===== config.mk =====
export PLATFORM = sky130hd
export DESIGN_NAME = dwt_seq_lift
export DESIGN_NICKNAME = d
export VERILOG_FILES = /design/src/rtl/dwt_seq_pkg.sv /design/src/rtl/dwt_pair_ctrl.sv /design/src/rtl/dwt_coef_rom.sv /design/src/rtl/dwt_lift_core.sv /design/src/rtl/dwt_seq_lift.sv
export SDC_FILE = /design/constraint.sdc
export NUM_CORES = 1
export LEC_CHECK = 0
export BUFFER_PORTS_ARGS = -buffer_cell sky130_fd_sc_hd__clkbuf_2
export CAP_MARGIN = 20
export CORE_MARGIN = 5
export CORE_UTILIZATION = 55
export CTS_CLUSTER_SIZE = 28
export DETAILED_ROUTE_END_ITERATION = 10
export PLACE_DENSITY_LB_ADDON = 0.05
export SLEW_MARGIN = 20
export SYNTH_ARGS = -nofsm -noshare
export SYNTH_HDL_FRONTEND = slang
export SYNTH_HIERARCHICAL = 1
export SYNTH_SLANG_ARGS = --single-unit

===== constraint.sdc =====
create_clock -name clk -period 11.15 [get_ports clk]
set_input_delay 0 -clock clk [delete_from_list [all_inputs] [get_ports clk]]
set_output_delay 0 -clock clk [all_outputs]
set_load 0.02 [all_outputs]

===== src/rtl/dwt_seq_pkg.sv =====
package dwt_seq_pkg;

  typedef enum logic [2:0] {
    SRC_EVEN = 3'd0,
    SRC_C1   = 3'd1,
    SRC_C2   = 3'd2,
    SRC_C3   = 3'd3,
    SRC_CE   = 3'd4
  } src_e;

  typedef struct packed {
    src_e       sel_a;
    src_e       sel_c;
    logic [2:0] adr_a;
    logic [2:0] adr_c;
    logic       single;
  } phase_t;

  // quantised lifting coefficients, scaled by 16
  function automatic int coef_val(input int idx);
    case (idx)
      0: coef_val = -13;
      1: coef_val = 5;
      2: coef_val = 11;
      3: coef_val = -3;
      4: coef_val = 7;
      5: coef_val = -9;
      6: coef_val = 4;
      default: coef_val = -6;
    endcase
  endfunction

  // per-phase operand selection and coefficient addresses
  function automatic phase_t phase_entry(input int idx);
    phase_t p;
    case (idx)
      0: p = '{sel_a: SRC_EVEN, sel_c: SRC_C1, adr_a: 3'd0, adr_c: 3'd1, single: 1'b0};
      1: p = '{sel_a: SRC_EVEN, sel_c: SRC_C2, adr_a: 3'd2, adr_c: 3'd3, single: 1'b0};
      2: p = '{sel_a: SRC_C3,   sel_c: SRC_CE, adr_a: 3'd4, adr_c: 3'd5, single: 1'b0};
      3: p = '{sel_a: SRC_EVEN, sel_c: SRC_EVEN, adr_a: 3'd6, adr_c: 3'd6, single: 1'b1};
      default: p = '{sel_a: SRC_C2, sel_c: SRC_C2, adr_a: 3'd7, adr_c: 3'd7, single: 1'b1};
    endcase
    return p;
  endfunction

  // three-term lifting step with round-to-nearest
  function automatic int lift_step(input int b, input int ka, input int a,
                                   input int kc, input int c,
                                   input bit single, input int frac);
    int acc;
    acc = ka * a + (single ? 0 : kc * c) + (1 <<< (frac - 1));
    return b + (acc >>> frac);
  endfunction

endpackage


===== src/rtl/dwt_pair_ctrl.sv =====
module dwt_pair_ctrl #(
  parameter int NSTEP = 5,
  localparam int SW = $clog2(NSTEP)
) (
  input  logic             clk,
  input  logic             rst_n,
  input  logic             in_valid,
  output logic             take_even,
  output logic             take_odd,
  output logic             busy,
  output logic [NSTEP-1:0] step_oh,
  output logic [SW-1:0]    step_idx
);
  logic odd_next;

  assign busy      = |step_oh;
  assign take_even = in_valid && !busy && !odd_next;
  assign take_odd  = in_valid && !busy &&  odd_next;

  always_ff @(posedge clk) begin
    if (!rst_n) begin
      odd_next <= 1'b0;
      step_oh  <= '0;
    end else begin
      if (take_even)     odd_next <= 1'b1;
      else if (take_odd) odd_next <= 1'b0;
      step_oh <= {step_oh[NSTEP-2:0], take_odd};
    end
  end

  always_comb begin
    step_idx = '0;
    for (int i = 0; i < NSTEP; i++) begin
      if (step_oh[i]) step_idx = SW'(i);
    end
  end
endmodule


===== src/rtl/dwt_coef_rom.sv =====
module dwt_coef_rom #(
  parameter int COEF_W = 6,
  parameter int DEPTH  = 8,
  localparam int AW = $clog2(DEPTH)
) (
  input  logic [AW-1:0]            adr_a,
  input  logic [AW-1:0]            adr_c,
  output logic signed [COEF_W-1:0] k_a,
  output logic signed [COEF_W-1:0] k_c
);
  logic signed [COEF_W-1:0] rom [DEPTH];

  for (genvar g = 0; g < DEPTH; g++) begin : g_rom
    assign rom[g] = COEF_W'(dwt_seq_pkg::coef_val(g));
  end

  assign k_a = rom[adr_a];
  assign k_c = rom[adr_c];
endmodule


===== src/rtl/dwt_lift_core.sv =====
module dwt_lift_core #(
  parameter int DATA_W = 10,
  parameter int COEF_W = 6,
  parameter int FRAC   = 4
) (
  input  logic signed [DATA_W-1:0] op_a,
  input  logic signed [DATA_W-1:0] op_b,
  input  logic signed [DATA_W-1:0] op_c,
  input  logic signed [COEF_W-1:0] k_a,
  input  logic signed [COEF_W-1:0] k_c,
  input  logic                     single,
  output logic signed [DATA_W-1:0] res
);
  int full;

  // second product gated off in single-product phases
  always_comb begin
    full = dwt_seq_pkg::lift_step(int'(op_b), int'(k_a), int'(op_a),
                                  int'(k_c), int'(op_c), single, FRAC);
    res  = DATA_W'(full);
  end
endmodule


===== src/rtl/dwt_seq_lift.sv =====
module dwt_seq_lift #(
  parameter int DATA_W = 10,
  parameter int COEF_W = 6,
  parameter int NSTEP  = 5,
  parameter int ROM_N  = 8,
  parameter int FRAC   = 4,
  localparam int SW = $clog2(NSTEP),
  localparam int AW = $clog2(ROM_N)
) (
  input  logic                     clk,
  input  logic                     rst_n,
  input  logic                     in_valid,
  input  logic signed [DATA_W-1:0] in_sample,
  output logic                     out_valid,
  output logic signed [DATA_W-1:0] approx_o,
  output logic signed [DATA_W-1:0] detail_o
);
  import dwt_seq_pkg::*;

  logic take_even, take_odd, busy;
  logic [NSTEP-1:0] step_oh;
  logic [SW-1:0]    step_idx;

  logic signed [DATA_W-1:0] even_q, acc_q, c1_q, c2_q, c3_q, ce_q;
  logic signed [DATA_W-1:0] op_a, op_c, res;
  logic signed [COEF_W-1:0] k_a, k_c;
  phase_t ph;
  logic step_first, step_last, step_detail;

  dwt_pair_ctrl #(.NSTEP(NSTEP)) u_ctrl (
    .clk(clk), .rst_n(rst_n), .in_valid(in_valid),
    .take_even(take_even), .take_odd(take_odd), .busy(busy),
    .step_oh(step_oh), .step_idx(step_idx)
  );

  assign ph          = phase_entry(int'(step_idx));
  assign step_first  = step_oh[0];
  assign step_detail = step_oh[NSTEP-2];
  assign step_last   = step_oh[NSTEP-1];

  function automatic logic signed [DATA_W-1:0] pick(input src_e s,
      input logic signed [DATA_W-1:0] ev, input logic signed [DATA_W-1:0] r1,
      input logic signed [DATA_W-1:0] r2, input logic signed [DATA_W-1:0] r3,
      input logic signed [DATA_W-1:0] re);
    case (s)
      SRC_EVEN: pick = ev;
      SRC_C1:   pick = r1;
      SRC_C2:   pick = r2;
      SRC_C3:   pick = r3;
      default:  pick = re;
    endcase
  endfunction

  assign op_a = pick(ph.sel_a, even_q, c1_q, c2_q, c3_q, ce_q);
  assign op_c = pick(ph.sel_c, even_q, c1_q, c2_q, c3_q, ce_q);

  dwt_coef_rom #(.COEF_W(COEF_W), .DEPTH(ROM_N)) u_rom (
    .adr_a(AW'(ph.adr_a)), .adr_c(AW'(ph.adr_c)), .k_a(k_a), .k_c(k_c)
  );

  dwt_lift_core #(.DATA_W(DATA_W), .COEF_W(COEF_W), .FRAC(FRAC)) u_core (
    .op_a(op_a), .op_b(acc_q), .op_c(op_c), .k_a(k_a), .k_c(k_c),
    .single(ph.single), .res(res)
  );

  // sample capture, step accumulator and carries
  always_ff @(posedge clk) begin
    if (!rst_n) begin
      even_q <= '0;
      acc_q  <= '0;
      c1_q   <= '0;
      c2_q   <= '0;
      c3_q   <= '0;
      ce_q   <= '0;
    end else begin
      if (take_even) even_q <= in_sample;
      if (take_odd)  acc_q  <= in_sample;
      else if (busy) acc_q  <= res;
      if (step_first)  c1_q <= res;
      if (step_oh[1])  c2_q <= res;
      if (step_oh[2]) begin
        c3_q <= res;
        ce_q <= even_q;
      end
    end
  end

  // result registers
  always_ff @(posedge clk) begin
    if (!rst_n) begin
      approx_o  <= '0;
      detail_o  <= '0;
      out_valid <= 1'b0;
    end else begin
      out_valid <= step_last;
      if (step_detail) detail_o <= res;
      if (step_last)   approx_o <= res;
    end
  end
endmodule


# --- Yosys cells after proc, flatten, opt, wreduce, memory -nomap -nowiden ---
# Memories as Yosys holds them, arrays and structs flattened.
# Index checks and enable logic that the tools add are counted.
classes:
  bitwise_logic: 2
  n_mul: 2
  n_eq_ne: 9
  order_cmp: 2
  mux: 16
  addsub: 3
  n_reduce_logical: 11
ops:
  columns: ["operator", "count"]
  rows:
  - ["10-bit one-hot mux with 4 select lines", 2]
  - ["12-bit one-hot mux with 4 select lines", 1]
  - ["6-bit by 10-bit multiplier with 14-bit output", 2]
  - ["6-bit 2-to-1 mux", 4]
  - ["10-bit 2-to-1 mux", 2]
  - ["3-bit by 2-bit == test with 1-bit output (second input constant)", 6]
  - ["14-bit adder", 1]
  - ["14-bit by 5-bit adder with 14-bit output (second input constant)", 1]
  - ["14-bit 2-to-1 mux", 1]
  - ["10-bit adder", 1]
  - ["3-bit by 1-bit == test with 1-bit output (second input constant)", 3]
  - ["3-bit zero test", 3]
  - ["4-bit >= comparator (second input constant)", 2]
  - ["3-bit NOT with 4-bit output", 2]
  - ["5-bit OR reduction", 1]
  - ["2-bit 2-to-1 mux", 2]
  - ["2-bit nonzero test", 2]
  - ["1-bit logical AND", 3]
  - ["1-bit 2-to-1 mux", 3]
  - ["3-bit 2-to-1 mux", 1]
  - ["1-bit zero test", 2]
totals:
  regBits: 87
  in_bits: 13
  n_memories: 2
  word_cells: 58
  mem_bits_ro: 96
mem_list:
  columns: ["name", "words", "width", "rd", "rd_clocked_by_memory_dff", "wr", "line_no", "source"]
  rows:
  - ["(name not given)", 8, 6, 1, 0, 0, "dwt_coef_rom.sv:17", "assign k_a = rom[adr_a];"]
  - ["(name not given)", 8, 6, 1, 0, 0, "dwt_coef_rom.sv:18", "assign k_c = rom[adr_c];"]

# --- Depth between registers and ports, before layout ---
logic_depth:
  word_depth: 17
  depth_mapped: 46
  mapped_depth_nobuf: 43

# --- Hierarchy ---
# Netlist, hierarchy kept.
modules_own_cells:
  columns: ["module", "area_per_inst_um2", "n_inst", "seq_area_each_um2", "cells_per_inst"]
  rows:
  - ["dwt_lift_core", 4345.4, 1, 0.0, 495]
  - ["dwt_seq_lift", 3719.8, 1, 1621.6, 370]
  - ["dwt_pair_ctrl", 237.7, 1, 120.1, 25]
  - ["dwt_coef_rom", 226.5, 1, 0.0, 23]

# --- Least setup slack after synthesis ---
# No wires, ideal clock.
synth_timing:
  path_type: "register to register"
  startpoint: "register u_ctrl.step_oh[2]"
  endpoint: "register acc_q[9]"
  setup_time_ns: 0.059
  arrival_time_ns: 9.055
  required_time_ns: 11.091
  stages_incl_launch_ff: 43
  path_buffers: 3
  slack_ns: 2.036
  path_cell_list: "dfxtp_1 inv_1 a21oi_1 nor2_1 buf_6 buf_2 or2_2 ha_1 mux2_4 buf_4 nand2_1 fa_1 fa_1 inv_1 fa_1 fa_1 inv_1 fa_1 [... 7 more ...] fa_1 inv_1 ha_1 and3_1 a21oi_1 o21ai_2 o41a_1 a21o_1 xor2_1 ha_1 nand2_1 o41ai_2 xnor2_1 xnor2_1 xnor2_1 mux2i_1 o21ai_0 and2_1"
synth_rtl:
  columns: ["item", "line_no", "source"]
  rows:
  - ["from (decl)", "dwt_pair_ctrl.sv:11", "output logic [NSTEP-1:0] step_oh,"]
  - ["from (signal assigned)", "dwt_pair_ctrl.sv:27", "step_oh <= {step_oh[NSTEP-2:0], take_odd};"]
  - ["to (signal assigned)", "dwt_seq_lift.sv:77", "if (take_odd) acc_q <= in_sample;"]
  - ["to (signal assigned)", "dwt_seq_lift.sv:78", "else if (busy) acc_q <= res;"]
  - ["to (decl)", "dwt_seq_lift.sv:24", "logic signed [DATA_W-1:0] even_q, acc_q, c1_q, c2_q, c3_q, ce_q;"]

# --- Final worst setup path ---
layout_timing:
  startpoint: "register u_ctrl.step_oh[1]"
  endpoint: "register acc_q[9]"
layout_between:
  elab_cells_between_ends: 40
layout_rtl:
  columns: ["item", "line_no", "source"]
  rows:
  - ["1-bit 2-to-1 mux *", "dwt_pair_ctrl.sv:34", "if (step_oh[i]) step_idx = SW'(i);"]
  - ["2-bit 2-to-1 mux * (2 in a row)", "dwt_pair_ctrl.sv:34", null]
  - ["3-bit 2-to-1 mux *", "dwt_pair_ctrl.sv:34", null]
  - ["net step_idx[0]", "dwt_seq_lift.sv:22", "logic [SW-1:0] step_idx;"]
  - ["3-bit by 2-bit == test with 1-bit output, or another cell as far along", "dwt_seq_pkg.sv:36", "case (idx)"]
  - ["12-bit one-hot mux with 4 select lines *", "dwt_seq_pkg.sv:36", null]
  - ["3-bit by 2-bit == test with 1-bit output, or another cell as far along", "dwt_seq_lift.sv:45", "case (s)"]
  - ["10-bit one-hot mux with 4 select lines *", "dwt_seq_lift.sv:45", null]
  - ["net op_c[3]", "dwt_seq_lift.sv:25", "logic signed [DATA_W-1:0] op_a, op_c, res;"]
  - ["6-bit by 10-bit multiplier with 14-bit output *", "dwt_seq_pkg.sv:51", "acc = ka * a + (single ? 0 : kc * c) + (1 <<< (frac - 1));"]
  - ["14-bit 2-to-1 mux *", "dwt_seq_pkg.sv:51", null]
  - ["14-bit adder *", "dwt_seq_pkg.sv:51", null]
  - ["14-bit by 5-bit adder with 14-bit output *", "dwt_seq_pkg.sv:51", null]
  - ["10-bit adder *", "dwt_seq_pkg.sv:52", "return b + (acc >>> frac);"]
  - ["net res[9]", "dwt_seq_lift.sv:25", null]
  - ["10-bit 2-to-1 mux *", "dwt_seq_lift.sv:78", null]
  - ["10-bit 2-to-1 mux *", "dwt_seq_lift.sv:77", null]
# Mark *: on every way through the listed nets, which the timed path passes. The rest lies on a longest branch. The select of a mux whose other input is x is not followed.
# A chain may end at the register's enable or synchronous reset.

==> impl_metrics.toml <==
[status]
status = "finished, final reports clean"

[setup_path]
cp_slowest_cell = "dfxtp_1"
crit_start = "u_ctrl/step_oh[1]"
cpMostUsedCell = "fa_1"
rrSetupSlack_ns = 0.77
cp_data_arrival_time_ns = 10.66
cp_max_fo = 15
end_kind = "flip-flop"
r2r_end = "acc_q[9]"
rr_startpoint = "u_ctrl/step_oh[1]"
r2r_cells = 40
critPathMaxStageDelay_ns = 0.85
start_kind = "flip-flop"
worstSetupPathType = "reg2reg"
required_ns = 11.42
endpoint = "acc_q[9]"

[routing]
routed_wl_um = 19800
wire_per_inst_um = 17.5
dr_total_vias = 6167
drc = 0
routed_via_density = 5.46
antenna_left = 0
drtIter0Drc = 428
firstDrtPassIters = 5

[min_path]
hold_depth = 4
hp-class = "in2reg"

[synth]
syn-cell-area_um2 = 8530
seq_area_frac_synth = 0.204
yosysWarningCount = 6
post_synth.cell_area_avg_um2 = 9.34
synth_nets = 1076
ys_ff_latch = 87
ys_types = 50
synth_cells = 913

[timing]
final.min_clock_period_ns = 10.38
setup_tns_ns = 0
finalSetupViolations = 0
maxSlewHeadroom = 0.276
hold_violations = 0
worst_pin_slew_ns = 1.06
fmax_mhz = 96.3
rsz0062_at_grt = "no"
period_share = 0.931
maxSlewViolCount = 0
finalClockSkew_ns = 0.00668

[place]
dpl.hpwl_um = 15600
portBuffers = 33
gp_congestion = 0.892

[floorplanning]
io_pins = 34
die-area_um2 = 18100
start_util = 0.561
die_h_um = 135
coreArea_um2 = 15200
rows = 45
die_width_um = 135

[clock_tree]
clockRootBuffer = "clkbuf_16"
clockBufferDepth = 2
cts_sinks = 87
cts_made_buffers = 9
path_clk_slew_ns = 0.06
clock_latency_ns = 0.33
cts.htree.levels = 3
cts_tree = "yes"

[final_layout]
nFillCells = 1323
layout.nets = 1100
syn_to_final_growth_pct = 7.95
antenna_cells = 0
mostFrequentLayoutCells = "104 x mux2i_1, 103 x inv_1, 86 x dfxtp_1"
mostFrequentLayoutCell = "mux2i_1"
drive_gt1_frac = 0.0860

[global_route]
overflow = 0
antenna_found_initial = 0
grt_pass1_wl_um = 32500
grt_util_all_layers = 0.227
grt_pass1_vias = 6267
grt_max_degree = 89

[job]
maxCapViolations = 0
-- cell type report --
cell class / count / area [µm²] / area share
clock buffers: 11 / 243 / 0.0264
clock inverters: 5 / 81.3 / 0.00883
inverters: 103 / 387 / 0.0420
multi-input cells: 682 / 6170 / 0.670
flip-flops and latches: 87 / 1740 / 0.189
well taps: 188 / 235 / 0.0255
repair buffers: 54 / 348 / 0.0378
-- registers in the layout (all words and copies together) (netlist names) --
| register | count |
|---|---|
| approx_o | 10 |
| detail_o | 10 |
| c2_q | 10 |
| out_valid | 1 |
| ce_q | 10 |
| u_ctrl/step_oh | 5 |
| even_q | 10 |
| c3_q | 10 |
| acc_q | 10 |
| c1_q | 10 |
| u_ctrl/odd_next | 1 |
-- cell families after synthesis --
family | synth area share
fa+ha+maj | 0.295
buf+inv | 0.0735
mux | 0.129
flops | 0.204
xor+xnor | 0.0380
simple gates | 0.201
compound gates | 0.0599
-- synth_stat cells (all sizes together) --
| master | count | area (µm²) |
|---|---|---|
| mux2i | 104 | 1040 |
| inv | 103 | 387 |
| dfxtp | 87 | 1740 |
| fa | 85 | 1700 |
| nor2b | 85 | 537 |
| and2 | 76 | 475 |
| nand2 | 69 | 262 |
| ha | 65 | 813 |
| xnor2 | 29 | 254 |
| o21ai | 28 | 148 |
| nor2 | 27 | 106 |
| a21oi | 25 | 140 |
| buf | 25 | 180 |
| nor3 | 20 | 100 |
| clkbuf | 16 | 60.1 |
| o22a | 10 | 87.6 |
| xor2 | 8 | 70.1 |
| nand2b | 7 | 43.8 |
| or2b | 6 | 45.0 |
| a21o | 4 | 30.0 |
| mux2 | 4 | 60.1 |
| a21boi | 3 | 22.5 |
| and3 | 3 | 18.8 |
| nand3 | 3 | 15.0 |
| or2 | 3 | 18.8 |
| o2111ai | 2 | 17.5 |
| o21bai | 2 | 15.0 |
| or3 | 2 | 12.5 |
| a211oi | 1 | 7.51 |
| nand3b | 1 | 7.51 |
| nand4 | 1 | 6.26 |
| nand4b | 1 | 8.76 |
| nor3b | 1 | 7.51 |
| nor4 | 1 | 21.3 |
| nor4b | 1 | 15.0 |
| o211ai | 1 | 7.51 |
| o21a | 1 | 7.51 |
| o41a | 1 | 11.3 |
| o41ai | 1 | 16.3 |
| or4b | 1 | 10.0 |
-- per-stage QoR --
stage / area, µm² / setup WS, ns / utilization / hold WS, ns / std cells
global placement: 8770 / 0.974 / 0.577 / 0.291 / 1103
global route: 9210 / 0.164 / 0.606 / 0.163 / 1130
floorplan: 8530 / 2.04 / - / 0.122 / 913
detailed placement: 8780 / 0.670 / 0.577 / 0.290 / 1104
CTS: 9200 / 0.608 / 0.605 / 0.144 / 1130
finish: 9210 / 0.766 / 0.606 / 0.162 / 1130
-- worst max-delay path: cells and delay by family, from the launching register on --
family | cells | cell delay [ns]
xor gates and xnor gates | 4 | 0.85
DFF | 1 | 0.85
adders and majority gates | 10 | 4.31
AOI/OAI and AO/OA | 11 | 2.06
muxes | 2 | 0.34
and+or+nand+nor | 7 | 1.30
buffers and inverters | 6 | 0.59
-- metal layers --
layer  vias to the layer above  global-route usage  part of all wire
met1                      3035               0.322              0.47
met5                         -                   0                 0
met2                       130               0.373              0.47
met3                        22              0.0361             0.043
li1                       2980                   -                 -
met4                         0              0.0430             0.015
-- worst min-delay path by stage --
| stage | from | endpoint | slack [ns] |
|---|---|---|---|
| floorplan | rst_n | u_ctrl/step_oh[0] | 0.12 |
| global placement | in_sample[8] | even_q[8] | 0.29 |
| detailed placement | in_sample[9] | even_q[9] | 0.29 |
| CTS | in_valid | u_ctrl/odd_next | 0.14 |
| global route | in_valid | u_ctrl/odd_next | 0.16 |
| finish | in_valid | u_ctrl/odd_next | 0.16 |
-- repair_timing --
| item | 4_1_cts | 5_1_grt |
|---|---|---|
| setup buffers | 0 | 0 |
| hold buffers | 10 | 0 |
| endpoints found under the hold margin | 11 | 0 |
| setup endpoints to repair | 0 | 1 |
| resized for setup | 0 | 1 |
Power is not shown: default switching activity piles up to over one toggle a cycle in this logic, so the estimate is an artifact.
